`src/rtl/ee_pkg.sv`:
```
package ee_pkg;
  typedef enum logic [1:0] {
    ST_IDLE   = 2'd0,
    ST_RECV   = 2'd1,
    ST_COMMIT = 2'd2
  } ee_state_e;
endpackage

```
`src/rtl/ee_addr_ptr.sv`:
```
module ee_addr_ptr #(
  parameter int ADDR_W = 15,
  parameter int OFF_W  = 6
) (
  input  logic              clk_i,
  input  logic              rst_ni,
  input  logic              load_i,
  input  logic [ADDR_W-1:0] load_addr_i,
  input  logic              step_i,
  output logic [ADDR_W-1:0] ptr_o
);
  logic [ADDR_W-1:0] ptr_q;
  logic [OFF_W-1:0]  off_next;

  assign off_next = ptr_q[OFF_W-1:0] + OFF_W'(1);

  always_ff @(posedge clk_i or negedge rst_ni) begin
    if (!rst_ni) begin
      ptr_q <= '0;
    end else if (load_i) begin
      ptr_q <= load_addr_i;
    end else if (step_i) begin
      // only the page offset advances
      ptr_q <= {ptr_q[ADDR_W-1:OFF_W], off_next};
    end
  end

  assign ptr_o = ptr_q;
endmodule

```
`src/rtl/ee_page_buf.sv`:
```
module ee_page_buf #(
  parameter int OFF_W  = 6,
  parameter int DATA_W = 8
) (
  input  logic              clk_i,
  input  logic              rst_ni,
  input  logic              clr_i,
  input  logic              wr_i,
  input  logic [OFF_W-1:0]  wr_off_i,
  input  logic [DATA_W-1:0] wr_data_i,
  input  logic [OFF_W-1:0]  rd_off_i,
  output logic [DATA_W-1:0] rd_data_o,
  output logic              rd_valid_o
);
  localparam int DEPTH = 1 << OFF_W;

  logic [DATA_W-1:0] data_q [DEPTH];
  logic [DEPTH-1:0]  vld_q;

  for (genvar g = 0; g < DEPTH; g++) begin : g_entry
    logic hit;
    assign hit = wr_i && (wr_off_i == OFF_W'(g));

    always_ff @(posedge clk_i or negedge rst_ni) begin
      if (!rst_ni) begin
        data_q[g] <= '0;
        vld_q[g]  <= 1'b0;
      end else if (clr_i) begin
        vld_q[g]  <= 1'b0;
      end else if (hit) begin
        data_q[g] <= wr_data_i;
        vld_q[g]  <= 1'b1;
      end
    end
  end

  assign rd_data_o  = data_q[rd_off_i];
  assign rd_valid_o = vld_q[rd_off_i];
endmodule

```
`src/rtl/ee_commit_seq.sv`:
```
module ee_commit_seq
  import ee_pkg::*;
#(
  parameter int OFF_W        = 6,
  parameter int WRITE_CYCLES = 128
) (
  input  logic             clk_i,
  input  logic             rst_ni,
  input  logic             start_i,
  input  logic             data_valid_i,
  input  logic             stop_i,
  input  logic             wp_i,
  output logic             load_o,
  output logic             accept_o,
  output logic             clr_o,
  output logic             busy_o,
  output logic             scan_o,
  output logic [OFF_W-1:0] scan_off_o
);
  localparam int PAGE_BYTES = 1 << OFF_W;
  localparam int CNT_W      = $clog2(WRITE_CYCLES + 1);

  ee_state_e      st_q, st_d;
  logic [CNT_W-1:0] cnt_q, cnt_d;
  logic           go_stop, last;

  assign go_stop  = (st_q == ST_RECV) && stop_i;
  assign last     = (st_q == ST_COMMIT) && (cnt_q == CNT_W'(WRITE_CYCLES - 1));
  assign load_o   = (st_q != ST_COMMIT) && start_i && !go_stop;
  assign accept_o = (st_q == ST_RECV) && data_valid_i && !stop_i && !start_i;
  assign clr_o    = load_o || (go_stop && wp_i) || last;
  assign busy_o   = (st_q == ST_COMMIT);
  assign scan_o   = busy_o && (cnt_q < CNT_W'(PAGE_BYTES));
  assign scan_off_o = cnt_q[OFF_W-1:0];

  always_comb begin
    st_d  = st_q;
    cnt_d = cnt_q;
    unique case (st_q)
      ST_IDLE: if (start_i) st_d = ST_RECV;
      ST_RECV: begin
        if (stop_i) begin
          // protect sampled here only
          st_d  = wp_i ? ST_IDLE : ST_COMMIT;
          cnt_d = '0;
        end
      end
      ST_COMMIT: begin
        if (last) st_d = ST_IDLE;
        else      cnt_d = cnt_q + CNT_W'(1);
      end
      default: st_d = ST_IDLE;
    endcase
  end

  always_ff @(posedge clk_i or negedge rst_ni) begin
    if (!rst_ni) begin
      st_q  <= ST_IDLE;
      cnt_q <= '0;
    end else begin
      st_q  <= st_d;
      cnt_q <= cnt_d;
    end
  end
endmodule

```
`src/rtl/ee_page_commit.sv`:
```
module ee_page_commit #(
  parameter int ADDR_W       = 15,
  parameter int OFF_W        = 6,
  parameter int DATA_W       = 8,
  parameter int WRITE_CYCLES = 128
) (
  input  logic              clk_i,
  input  logic              rst_ni,
  input  logic              start_i,
  input  logic [ADDR_W-1:0] addr_i,
  input  logic              data_valid_i,
  input  logic [DATA_W-1:0] data_i,
  input  logic              stop_i,
  input  logic              wp_i,
  output logic              busy_o,
  output logic [ADDR_W-1:0] ptr_o,
  output logic              mem_we_o,
  output logic [ADDR_W-1:0] mem_addr_o,
  output logic [DATA_W-1:0] mem_data_o
);
  logic             load, accept, clr, scan, rd_valid;
  logic [OFF_W-1:0] scan_off;

  ee_commit_seq #(
    .OFF_W       (OFF_W),
    .WRITE_CYCLES(WRITE_CYCLES)
  ) u_seq (
    .clk_i       (clk_i),
    .rst_ni      (rst_ni),
    .start_i     (start_i),
    .data_valid_i(data_valid_i),
    .stop_i      (stop_i),
    .wp_i        (wp_i),
    .load_o      (load),
    .accept_o    (accept),
    .clr_o       (clr),
    .busy_o      (busy_o),
    .scan_o      (scan),
    .scan_off_o  (scan_off)
  );

  ee_addr_ptr #(
    .ADDR_W(ADDR_W),
    .OFF_W (OFF_W)
  ) u_ptr (
    .clk_i      (clk_i),
    .rst_ni     (rst_ni),
    .load_i     (load),
    .load_addr_i(addr_i),
    .step_i     (accept),
    .ptr_o      (ptr_o)
  );

  ee_page_buf #(
    .OFF_W (OFF_W),
    .DATA_W(DATA_W)
  ) u_buf (
    .clk_i     (clk_i),
    .rst_ni    (rst_ni),
    .clr_i     (clr),
    .wr_i      (accept),
    .wr_off_i  (ptr_o[OFF_W-1:0]),
    .wr_data_i (data_i),
    .rd_off_i  (scan_off),
    .rd_data_o (mem_data_o),
    .rd_valid_o(rd_valid)
  );

  assign mem_we_o   = scan && rd_valid;
  assign mem_addr_o = {ptr_o[ADDR_W-1:OFF_W], scan_off};
endmodule

```
`config.mk`:
```
export PLATFORM = sky130hd
export DESIGN_NAME = ee_page_commit
export DESIGN_NICKNAME = d
export VERILOG_FILES = /design/src/rtl/ee_pkg.sv /design/src/rtl/ee_addr_ptr.sv /design/src/rtl/ee_page_buf.sv /design/src/rtl/ee_commit_seq.sv /design/src/rtl/ee_page_commit.sv
export SDC_FILE = /design/constraint.sdc
export NUM_CORES = 1
export LEC_CHECK = 0
export BUFFER_PORTS_ARGS = -buffer_cell sky130_fd_sc_hd__clkbuf_2
export CORE_ASPECT_RATIO = 1.5
export CORE_MARGIN = 2
export CORE_UTILIZATION = 50
export CTS_CLUSTER_SIZE = 28
export DETAILED_ROUTE_END_ITERATION = 10
export GPL_TIMING_DRIVEN = 0
export PLACE_DENSITY = 0.66
export SKIP_CTS_REPAIR_TIMING = 1
export SLEW_MARGIN = 25
export SYNTH_ARGS = -nofsm -noshare
export SYNTH_HDL_FRONTEND = slang
export SYNTH_SLANG_ARGS = --single-unit
```
`constraint.sdc`:
```
create_clock -name clk_i -period 2.6 [get_ports clk_i]
set_input_delay 0.39 -clock clk_i [delete_from_list [all_inputs] [get_ports clk_i]]
set_output_delay 0.39 -clock clk_i [all_outputs]
set_load 0.05 [all_outputs]
```
# [Word level (Yosys, flattened, before mapping)]
# Cells that the tools add are included.
[totals] register_bits=601 inputBits=29 out_inout_bits=40 wordCells=566
[op_classes] addsub=2 magnitude_cmp=3 eq_ne=71 mux=143 n_bitwise=2 n_reduce_logical=213
[ops] cell="equality test 6 bit (second input constant)" count=32
[ops] cell="nonzero test 2 bit" count=66
[ops] cell="2-to-1 mux 1 bit" count=129
[ops] cell="AND reduction 2 bit" count=64
[ops] cell="equality test 6 x 5 -> 1 bit (second input constant)" count=16
[ops] cell="logical AND 1 bit" count=74
[ops] cell="binary-select mux 8 bit (select 6 bit)" count=1
[ops] cell="equality test 6 x 4 -> 1 bit (second input constant)" count=8
[ops] cell="2-to-1 mux 8 bit" count=4
[ops] cell="equality test 6 x 3 -> 1 bit (second input constant)" count=4
[ops] cell="one-hot mux 8 bit (2 select lines)" count=1
[ops] cell="2-to-1 mux 15 bit" count=1
[ops] cell="equality test 6 x 2 -> 1 bit (second input constant)" count=2
[ops] cell="inequality test 2 bit (second input constant)" count=5
[ops] cell="adder 8 x 1 -> 8 bit (second input constant)" count=1
[ops] cell="equality test 8 x 7 -> 1 bit (second input constant)" count=1
[ops] cell="less-than comparator 8 x 7 -> 1 bit (second input constant)" count=1
[ops] cell="2-to-1 mux 2 bit" count=4
[ops] cell=">= comparator 7 bit (second input constant)" count=1
[ops] cell="less-than comparator 6 x 7 -> 1 bit (second input constant)" count=1
[ops] cell="NOT 6 -> 7 bit" count=1
[ops] cell="adder 6 x 1 -> 6 bit (second input constant)" count=1
[ops] cell="binary-select mux 1 bit (select 6 bit)" count=1
[ops] cell="equality test 6 x 1 -> 1 bit (second input constant)" count=1
[ops] cell="other kinds (10)" count=14

# [Logic depth before layout (Yosys ltp)]
# Gate-level depths: netlist of the first run.
[logic_depth] depth_word=8 mapped_depth=9

# [Hierarchy]
# A second synthesis of the first run with hierarchy kept.
[unflattened] hier_cells=1833 hier_area_um2=27759.1
[by_module_without_submodules] module="ee_page_buf" n_inst=1 cells_each=1708 area_each_um2=26459.1 seq_area_each_um2=14413.8
[by_module_without_submodules] module="ee_addr_ptr" n_inst=1 cells_each=51 area_each_um2=638.1 seq_area_each_um2=375.4
[by_module_without_submodules] module="ee_commit_seq" n_inst=1 cells_each=64 area_each_um2=588.1 seq_area_each_um2=250.2
[by_module_without_submodules] module="ee_page_commit" n_inst=1 cells_each=10 area_each_um2=73.8 seq_area_each_um2=0.0

# [Worst setup path before layout of the first run]
# Ideal clock, no wire load.
[synth_timing] path_kind="register to output" startpoint="register u_seq.cnt_q[1]" endpoint="output mem_data_o[1]" t_arrival_ps=2652 path_slack_ps=-442 stages_incl_launch_ff=7 cell_sequence="dfrtp_1 > buf_2 > buf_2 > buf_1 > mux4_2 > a221oi_1 > o31ai_1"
[synth_via] elab_chain_len=4
[synth_rtl] item="start, declared" line_no="ee_commit_seq.sv:24" rtl="logic [CNT_W-1:0] cnt_q, cnt_d;"
[synth_rtl] item="start signal, assigned" line_no="ee_commit_seq.sv:62" rtl="cnt_q <= cnt_d;"
[synth_rtl] item="NOT 6 -> 7 bit (not written as such)" line_no="ee_page_buf.sv:37" rtl="assign rd_data_o = data_q[rd_off_i];"
[synth_rtl] item="binary-select mux 8 bit (select 6 bit)" line_no="ee_page_buf.sv:37"
[synth_rtl] item="2-to-1 mux 8 bit (not written as such) (2 in a row)" line_no="ee_page_buf.sv:37"
[synth_rtl] item="end, declared" line_no="ee_page_commit.sv:19" rtl="output logic [DATA_W-1:0] mem_data_o"
# No other way between the ends. The select of a mux whose other input is x is not followed.

# [Worst setup path in the final report of the first run]
[layout_timing] startpoint="register u_seq.cnt_q[1]" endpoint="output mem_data_o[0]"
# The elaborated chain is that of the path after synthesis.

==> results of run 1 <==
[routing by layer]
metal  vias up  part of all wire, %
li1       7191                    -
met1      9369                   38
met2       725                   49
met3       234                  6.0
met4         0                  6.9
met5         -                    0
[metrics by stage]
step | worst slack (ns) | hold WS (ns) | util, %
floorplan | -0.0206 | 0.0944 | -
global placement | -12.25 | 0.452 | 52.9
detailed placement | -1.90 | 0.359 | 53.3
CTS | -2.55 | -0.258 | 56.7
global route | -0.915 | 0.00100 | 58.7
finish | -0.911 | -0.0182 | 58.7
[placed cells by master, fill, tap and decap left out, types with 13 or more instances in the layout]
cell	instances
nand2_1	119
clkbuf_16	58
mux4_2	136
nand2_2	21
mux2i_1	26
buf_6	24
buf_4	51
clkbuf_2	56
clkbuf_8	15
nor3_1	13
mux2_2	526
dfrtp_1	596
nor2_1	20
clkbuf_1	70
nand3_2	19
a21o_1	27
nor2_2	18
[sequential cells by signal (all words and copies together), names as in the netlist]
signal	flops
u_buf.data_q	512
u_buf.vld_q	64
u_ptr.ptr_o	15
u_seq.cnt_q	8
u_seq.st_q	2
[power by group through the flow]
stage                     clock [mW]  combinational, mW  sequential, mW
after floorplan                    0               3.83            11.3
after global placement             0               5.96            11.0
after detailed placement           0               6.11            11.1
after CTS                       8.71               6.12            10.9
after global routing            9.07               7.20            11.1
final                           8.62               6.89            11.0
[kinds of logic after synthesis]
kind of cell / Yosys count / share of synthesized area (%)
AO/OA/AOI/OAI: 128 / 3.42
flip-flops: 601 / 54.2
buffers and inverters: 165 / 2.89
XOR/XNOR: 5 / 0.158
AND/OR/NAND/NOR: 272 / 5.55
multiplexers: 696 / 33.6
adder cells (fa/ha/maj): 5 / 0.225
[final timing paths]
check | slack [ns] | to | cells past startpoint | from
max in group asynchronous | -0.07 | u_buf.data_q[500] | 7 | rst_ni
min | -0.02 | u_ptr.ptr_o[9] | 3 | addr_i[9]
min reg2reg | 0.48 | u_buf.vld_q[44] | 1 | u_buf.vld_q[44]
max reg2reg | 0.04 | u_buf.data_q[309] | 6 | u_seq.st_q[1]
max | -0.91 | mem_data_o[0] | 9 | u_seq.cnt_q[1]
min in group asynchronous | 0.70 | u_buf.data_q[152] | 3 | rst_ni
[tightest hold or removal path, stage by stage]
cell and delay, ns:
clkbuf_2 0.07, nand2_1 0.04, nand2_1 0.04
[layout make-up]
cell class	count	area, um2
inverter	5	18.8
buffer	155	1100
clock buffer	82	1660
multi-input combinational	1106	12300
timing repair buffer	99	912
tap	695	870
fill	4250	22600
clock inverter	16	240
sequential	601	15000
==> impl_results.md, run 1 <==
* Top-area cell type share of the netlist area at a little over half
* GR Layer Usage met1 at about 38%
* Via count at between 15k and 20k
* Req. time, crit path at ~2.2 ns
* Yosys reg bits at roughly 600
* Drt first pass iters at 6
* Setup crit start kind: register
* Vias in the first global route at between 15k and 20k
* Peak Freq at about 280 MHz
* Async S/R FF share, synth at between 90% and 100%
* Post-layout minimum cycle time at between 3 and 4 ns
* CP top delay family: buffers and inverters
* Final Net Count at 2058
* Post-route ant nets at 0
* Chip width at about 200 um
* Sw frac at roughly a third
* Fin. Hold Viols at 3
* Worst ir drop on vdd at between 0.7 and 0.8 mV
* Predominant post-synthesis flop cell: dfrtp_1
* CP Class: register to output pin
* Die Ht at approximately 290 um
* Setup WS post-layout at -0.911 ns
* CTS Root Cell: clkbuf_16
* N_diodes at 0
* CTS H-tree depth at 2
* Worst Path Buf+Inv at 4
* Wire per inst at around 31 um
* CP most frequent cell: buf_4
* Post-Syn Instances at 1872
* CTS tree: built
* Top cells by area, synth: dfrtp_1 (54%), mux2_2 (21%), mux4_2 (11%)
* Drt via density at between 6 and 7
* Max Slew Vio Count at 0
* Number of synthesized flops with an enable pin at 0
* Most frequent cell after synthesis: dfrtp_1
* Status: finished, violations left
* Net load switching power at 8.32 mW
* Layout Skew at 0.0160 ns
* Met3 Use GR at 4.51%
* Dpl cell area at 29200 um2
* Yosys warns at 0
* Initial drt markers at 1340
* Sequential share of power at 41.4%
* Initial Util at between 50% and 60%
* Final setup viols at just under 80
* Max incr delay on CP at 0.48 ns
* Final GP Congestion at 0.961
* Critical path fanouts, max at 10
* Post-synth cell types at 59
* Port bufs at 60
* Power, Total at around 26 mW
* Setup Total Neg Slack at -10.79 ns
* Sequential area share after synthesis at between 50% and 60%
* PD cells at a little over 800 nW/um2
* Post-route DRC at 0
* Leak Pwr at about 16 nW
* First-pass GRT wire length at between 100 and 150 mm
* Max_slew headroom at between 20% and 30%
* Final non-filler cell total at ~2.8k
* Min Hold Slack at -0.0182 ns
* Max cap viols at 0
* Rows at about 110
* Clk slew on worst S/H paths at 0.07 ns
* Initial antenna violation count at 1
* Failing checks: negative hold slack, negative setup slack
* Slowest stage cell, crit path: a2111oi_1
* Pint at 18.1 mW
* Final period util at 135%
* Synth top cells by count: dfrtp_1 (601), mux2_2 (526), mux4_2 (136), nand2_1 (121), clkbuf_1 (74)
* RSZ-0062 raised after global routing: true
* Clk pwr share at between 30% and 40%
* CP Cell Sequence: buf_4 > buf_6 > buf_4 > mux2i_1 > nor2_1 > a2111oi_1 > a221o_1 > nand2_2 > buf_4
* Post-route cell area at around 32000 um2
* Number of clock sinks at about 600
* Area Growth Syn to Fin at 15.8%
* Core Region at roughly 55000 um2
* Max clock buf depth at 3
* Critical path data arrival time at around 3.1 ns
* Worst-Margin Slew at 1.13 ns
* DIE AREA at approximately 57000 um2
* Clk_lat worst skew at around 0.6 ns
* Hold Path Class: input port to register
* Ratio of cells with drive above 1 in the final layout at between 50% and 60%
* DRT Wirelength at around 85 mm
* Dpl hpwl at 60.5 mm
* Gate power share at between 20% and 30%
* IO Count at 69
* Largest net degree at the start of global routing at 91
* CP endpoint kind: output pin
* Synth Net Count at 1906
* Synth Cell Area at approximately 28000 um2
* GRT Total Usage at approximately 30%
* Placed Cells at 2634
* Gr busiest metal: met2
* Area leader, netlist: dfrtp_1
* Syn Area/Cell at around 15 um2
* Total CTS buffers at 56
* Grt ovf at 0
* Met2 Track Usage GR at approximately half
Power figures use the tool's default switching activity.
==> inputs of run 2 (changes only) <==
--- a/config.mk
+++ b/config.mk
@@ -9,6 +9,7 @@
 export CORE_ASPECT_RATIO = 1.5
 export CORE_MARGIN = 2
 export CORE_UTILIZATION = 50
+export CTS_BUF_LIST = sky130_fd_sc_hd__clkbuf_16
 export CTS_CLUSTER_SIZE = 28
 export DETAILED_ROUTE_END_ITERATION = 10
 export GPL_TIMING_DRIVEN = 0
==> run 2 against run 1 <==
The flow still finishes with violations (negative hold slack, negative setup slack). Sequential cell count unchanged. Power shrank 1.1%. Highest routed layer unchanged. Worst hold slack improved by 0.00054 ns. Critical path depth did not move. Non-clock buffer count rose by 14. Clock-buffer cell count fell by 25. Sequential power barely moved. Final area grew 0.14%. Routed wire length rose by 0.37%. Largest cell class unchanged. Combinational power rose by 3%.
==> impl_results.md, run 2 (synthesis results as in run 1) <==
* Status: finished, violations left
* Failing checks: negative hold slack, negative setup slack
* Max cap viols at 0
* Clk_lat worst skew at about 0.60 ns
* Min Hold Slack at -0.0176 ns
* Drt first pass iters at 6
* Ratio of cells with drive above 1 in the final layout at between 50 and 60%
* CP endpoint kind: output pin
* PD cells at ~800 nW/um2
* Initial antenna violation count at 1
* Drt via density at between 6 and 7
* Worst-Margin Slew at 1.07 ns
* Largest net degree at the start of global routing at 91
* CP Class: register to output pin
* Post-route ant nets at 0
* Worst Path Buf+Inv at 4
* CTS tree: built
* Peak Freq at approximately 290 MHz
* # fillers at roughly 4.3k
* RSZ-0062 raised after global routing: true
* Leak Pwr at around 16 nW
* Wire per inst at between 30 and 40 um
* Total CTS buffers at 56
* CP top delay family: compound AO/OA/AOI/OAI gates
* GRT Total Usage at 30.2%
* Max_slew headroom at ~29%
* Max clock buf depth at 3
* CP most frequent cell: buf_6
* Power, Total at 26.2 mW
* CTS H-tree depth at 2
* Setup crit start kind: register
* Initial drt markers at between 1k and 1.5k
* Grt ovf at 0
* Vias in the first global route at between 15k and 20k
* Worst ir drop on vdd at ~0.73 mV
* Rows at approximately 110
* Initial Util at between 50 and 60%
* Hold Path Class: input port to register
* Most common cell after layout, fill and taps aside: dfrtp_1
* Area Growth Syn to Fin at 16.0%
* Placed Cells at roughly 2.6k
* First-pass GRT wire length at approximately 120 mm
* Final setup viols at 136
* Final non-filler cell total at 2773
* Final period util at 135%
* N_diodes at 0
* DIE AREA at about 57000 um2
* Largest register FFs at 512
* Critical path fanouts, max at 10
* Die Ht at 293 um
* Via count at 17.6k
* Post-layout minimum cycle time at about 3.5 ns
* Core Region at around 55000 um2
* Max Slew Vio Count at 0
* Commonest non-fill, non-tap cells in the layout: dfrtp_1 (598), mux2_2 (526), mux4_2 (136), nand2_1 (119), buf_4 (63)
* Max incr delay on CP at approximately 0.47 ns
* Port bufs at 60
* IO Count at 69
* Setup WS post-layout at -0.902 ns
* Critical path data arrival time at about 3.1 ns
* CP Cell Sequence: buf_6 > clkbuf_4 > buf_6 > mux4_2 > a221oi_4 > o21ai_4 > o221ai_4 > o31ai_4 > buf_6
* Slowest stage cell, crit path: dfrtp_2
* Layout Skew at 0.0187 ns
* Clk slew on worst S/H paths at approximately 0.070 ns
* Number of clock sinks at about 600
* DRT Wirelength at between 80 and 90 mm
* CTS Root Cell: clkbuf_16
* Req. time, crit path at 2.21 ns
* Post-route DRC at 0
* Chip width at just under 200 um
* Fin. Hold Viols at 2
* Final Net Count at just over 2k
* Final GP Congestion at 0.961
* Top reg by flops: u_buf.data_q
* Dpl hpwl at around 61 mm
[run 2: final cells by class]
class                      instances  area (um2)  area share, %
tap                              695         870           2.70
buffer                           155        1110           3.45
timing repair buffer             113        1060           3.28
multi-input combinational       1106       12300           38.3
inverter                           5        18.8         0.0583
sequential                       601       15000           46.7
clock inverter                    41         334           1.04
clock buffer                      57        1430           4.43
[run 2: path summary, 6_finish.rpt]
check	start	to	slack (ns)	cells after the start
worst min-delay path	addr_i[9]	u_ptr.ptr_o[9]	-0.02	3
worst max-delay path	u_seq.cnt_q[2]	mem_data_o[1]	-0.90	9
max in group asynchronous	rst_ni	u_buf.data_q[494]	-0.07	7
worst min register to register	u_buf.vld_q[29]	u_buf.vld_q[29]	0.48	1
worst max register to register	u_seq.cnt_q[5]	u_buf.vld_q[8]	-0.24	8
min in group asynchronous	rst_ni	u_buf.data_q[152]	0.70	3
[run 2: routing by layer]
layer,vias up,wire [um],global-route usage [%]
li1,7224,-,-
met3,251,5090,4.61
met4,0,6200,18.3
met1,9431,32300,37.8
met5,-,0,0
met2,705,42000,49.9
[run 2: tightest hold or removal path: cells and delay by family]
family	cells	cell delay, ns
buffers and inverters	1	0.07
and+or+nand+nor	2	0.08
[run 2: where the power goes]
part | switching, mW | internal [mW]
sequential | 0.616 | 10.3
clock | 3.61 | 4.53
combinational | 4.13 | 2.95
total | 8.35 | 17.8
[run 2: through the flow]
stage | cell area (um2) | setup WS, ns | setup TNS, ns | hold WS [ns] | util (%)
detailed placement | 29200 | -1.90 | -37.79 | 0.359 | 53.3
floorplan | 27800 | -0.0206 | -0.0206 | 0.0944 | -
finish | 32200 | -0.902 | -17.21 | -0.0176 | 58.8
CTS | 30900 | -2.55 | -34.71 | -0.260 | 56.5
global placement | 29000 | -12.25 | -7314.07 | 0.452 | 52.9
global route | 32200 | -0.935 | -44.57 | 0.00204 | 58.8
==> inputs of run 3 (changes only) <==
--- a/config.mk
+++ b/config.mk
@@ -13,7 +13,7 @@
 export CTS_CLUSTER_SIZE = 28
 export DETAILED_ROUTE_END_ITERATION = 10
 export GPL_TIMING_DRIVEN = 0
-export PLACE_DENSITY = 0.66
+export PLACE_DENSITY = 0.69
 export SKIP_CTS_REPAIR_TIMING = 1
 export SLEW_MARGIN = 25
 export SYNTH_ARGS = -nofsm -noshare
==> constraint.sdc (replaced) <==
create_clock -name clk_i -period 3.15 [get_ports clk_i]
set_input_delay 0.4725 -clock clk_i [delete_from_list [all_inputs] [get_ports clk_i]]
set_output_delay 0.4725 -clock clk_i [all_outputs]
set_load 0.05 [all_outputs]
==> run 3 against run 2 <==
The run ends with negative setup slack left. Cell count fell by 0.76%. Critical path depth stayed put. Sequential power down 18%. Global-route usage is 0.51 points lower. Utilization fell by 0.72 points. First-iteration DRC count rose by 29%. Power decreased by 19%. Non-clock buffer count shrank 18. Via count is 0.69% lower. Combinational power is 19% lower. Critical endpoint is now mem_data_o[6].
==> impl_results.md, run 3 (synthesis results as in run 1) <==
* Status: finished, violations left
* Failing checks: negative setup slack
* Post-layout minimum cycle time at 3.68 ns
* Met2 Track Usage GR at around half
* Area Growth Syn to Fin at 14.6%
* Clk slew on worst S/H paths at approximately 0.070 ns
* Max_slew headroom at 27.5%
* CP endpoint kind: output pin
* Final Net Count at approximately 2.1k
* CP Class: register to output pin
* Largest net degree at the start of global routing at slightly above 90
* Largest register FFs at just over 500
* Setup crit start kind: register
* CP top delay family: compound AO/OA/AOI/OAI gates
* Drt first pass iters at 5
* Port bufs at 60
* Initial antenna violation count at 0
* Peak Freq at about 270 MHz
* Final non-filler cell total at 2752
* Number of clock sinks at roughly 600
* IO Count at 69
* Clk_lat worst skew at approximately 0.6 ns
* Layout Skew at approximately 0.021 ns
* Core Region at roughly 55000 um2
* Drt via density at 6.36
* Chip width at ~200 um
* Critical path data arrival time at between 3 and 4 ns
* Critical path fanouts, max at 7
* Hold Path Class: input port to register
* CTS tree: built
* Via count at 17.5k
* Worst-Margin Slew at about 1.1 ns
* Max Slew Vio Count at 0
* DIE AREA at 57500 um2
* Power, Total at 21.2 mW
* Setup WS post-layout at -0.528 ns
* Slowest stage cell, crit path: mux4_2
* RSZ-0062 raised after global routing: true
* # fillers at ~4.2k
* First-pass GRT wire length at 124 mm
* Wire per inst at slightly above 30 um
* Final period util at 117%
* Leak Pwr at approximately 16 nW
* GR Layer Usage met1 at between 30% and 40%
* Dpl hpwl at 60.3 mm
* Ratio of cells with drive above 1 in the final layout at between 40% and 50%
* Max incr delay on CP at between 0.5 and 0.6 ns
* Most common cell after layout, fill and taps aside: dfrtp_1
* PD cells at 665 nW/um2
* Rows at between 100 and 150
* CP Cell Sequence: buf_6 > clkbuf_16 > clkbuf_16 > mux4_2 > a221oi_4 > o21ai_2 > o221ai_4 > o21ai_2 > buf_6
* Grt ovf at 0
* Die Ht at between 200 and 300 um
* Placed Cells at 2634
* Top reg by flops: u_buf.data_q
* Req. time, crit path at between 2 and 3 ns
* Vias in the first global route at ~18k
* Post-route ant nets at 0
* Initial drt markers at between 1.5k and 2k
* DRT Wirelength at roughly 84 mm
* CTS Root Cell: clkbuf_16
* Max cap viols at 0
* Post-route DRC at 0
* Met3 Use GR at under 10%
* GRT Total Usage at between 20% and 30%
* CTS H-tree depth at 2
* Total CTS buffers at 55
* Commonest non-fill, non-tap cells in the layout: dfrtp_1 (600), mux2_2 (520), mux4_2 (136), nand2_1 (120), clkbuf_1 (62)
* Worst Path Buf+Inv at 4
* Final GP Congestion at around 0.98
* Max clock buf depth at 3
* N_diodes at 0
* Initial Util at 50.7%
* Gr busiest metal: met2
* Fin. Hold Viols at 0
* Final setup viols at 9
* Worst ir drop on vdd at roughly 0.67 mV
-- run 3: cell types whose count changed in the layout (fill, tap and decap cells not counted), sizes merged, moves of 4 or more --
cell	change
dlygate4sd3	-5
clkinvlp	-4
clkbuf	+8
buf	-23
inv	+7
-- run 3: power breakdown --
part | total (mW) | internal, mW | switching, mW | leakage, nW
combinational | 5.70 | 2.30 | 3.40 | 6.31
sequential | 9.05 | 8.54 | 0.511 | 8.33
clock | 6.41 | 3.47 | 2.94 | 0.872
total | 21.2 | 14.3 | 6.86 | 15.5
-- run 3: cell type report --
class / count / area (um2) / area share, %
plain buffers: 159 / 1120 / 3.51
inverters: 5 / 18.8 / 0.0590
clock buffers: 55 / 1380 / 4.33
flip-flops and latches: 601 / 15000 / 47.3
multi-input cells: 1106 / 12300 / 38.7
repair buffers: 91 / 798 / 2.51
well taps: 695 / 870 / 2.73
clock inverters: 40 / 275 / 0.865
-- run 3: path summary, 6_finish.rpt --
| path | start | endpoint | slack, ns | cells past startpoint |
|---|---|---|---|---|
| worst min-delay path | addr_i[11] | u_ptr.ptr_o[11] | 0.05 | 3 |
| worst min register to register | u_buf.vld_q[55] | u_buf.vld_q[55] | 0.47 | 1 |
| worst max-delay path | u_seq.cnt_q[0] | mem_data_o[6] | -0.53 | 9 |
| min in group asynchronous | rst_ni | u_ptr.ptr_o[10] | 0.36 | 2 |
| max in group asynchronous | rst_ni | u_buf.data_q[190] | 0.80 | 6 |
| worst max register to register | u_seq.cnt_q[5] | u_buf.vld_q[40] | 0.12 | 9 |
-- run 3: metrics by stage --
step / utilization [%] / cell area, um2 / setup WS (ns) / setup TNS (ns) / hold slack [ns]
after global routing: 58.1 / 31800 / -0.517 / -4.29 / 0.0703
after CTS: 56.2 / 30800 / -1.64 / -13.70 / -0.196
after global placement: 52.8 / 28900 / -11.61 / -6928.39 / 0.452
after floorplan: - / 27800 / 0.0255 / 0 / 0.177
final: 58.1 / 31800 / -0.528 / -4.21 / 0.0525
after detailed placement: 53.2 / 29100 / -1.00 / -7.85 / 0.443
-- run 3: metal layers --
metal | wire length, um | share of wire, % | vias to the layer above
met5 | 0 | 0 | -
met4 | 5880 | 7.0 | 0
met3 | 4960 | 5.9 | 238
met2 | 42300 | 50 | 707
met1 | 31300 | 37 | 9377
li1 | - | - | 7167
-- run 3: worst min-delay path, delay by kind of cell --
kind,cells,cell delay (ns)
buffers and inverters,1,0.07
and+or+nand+nor,2,0.08
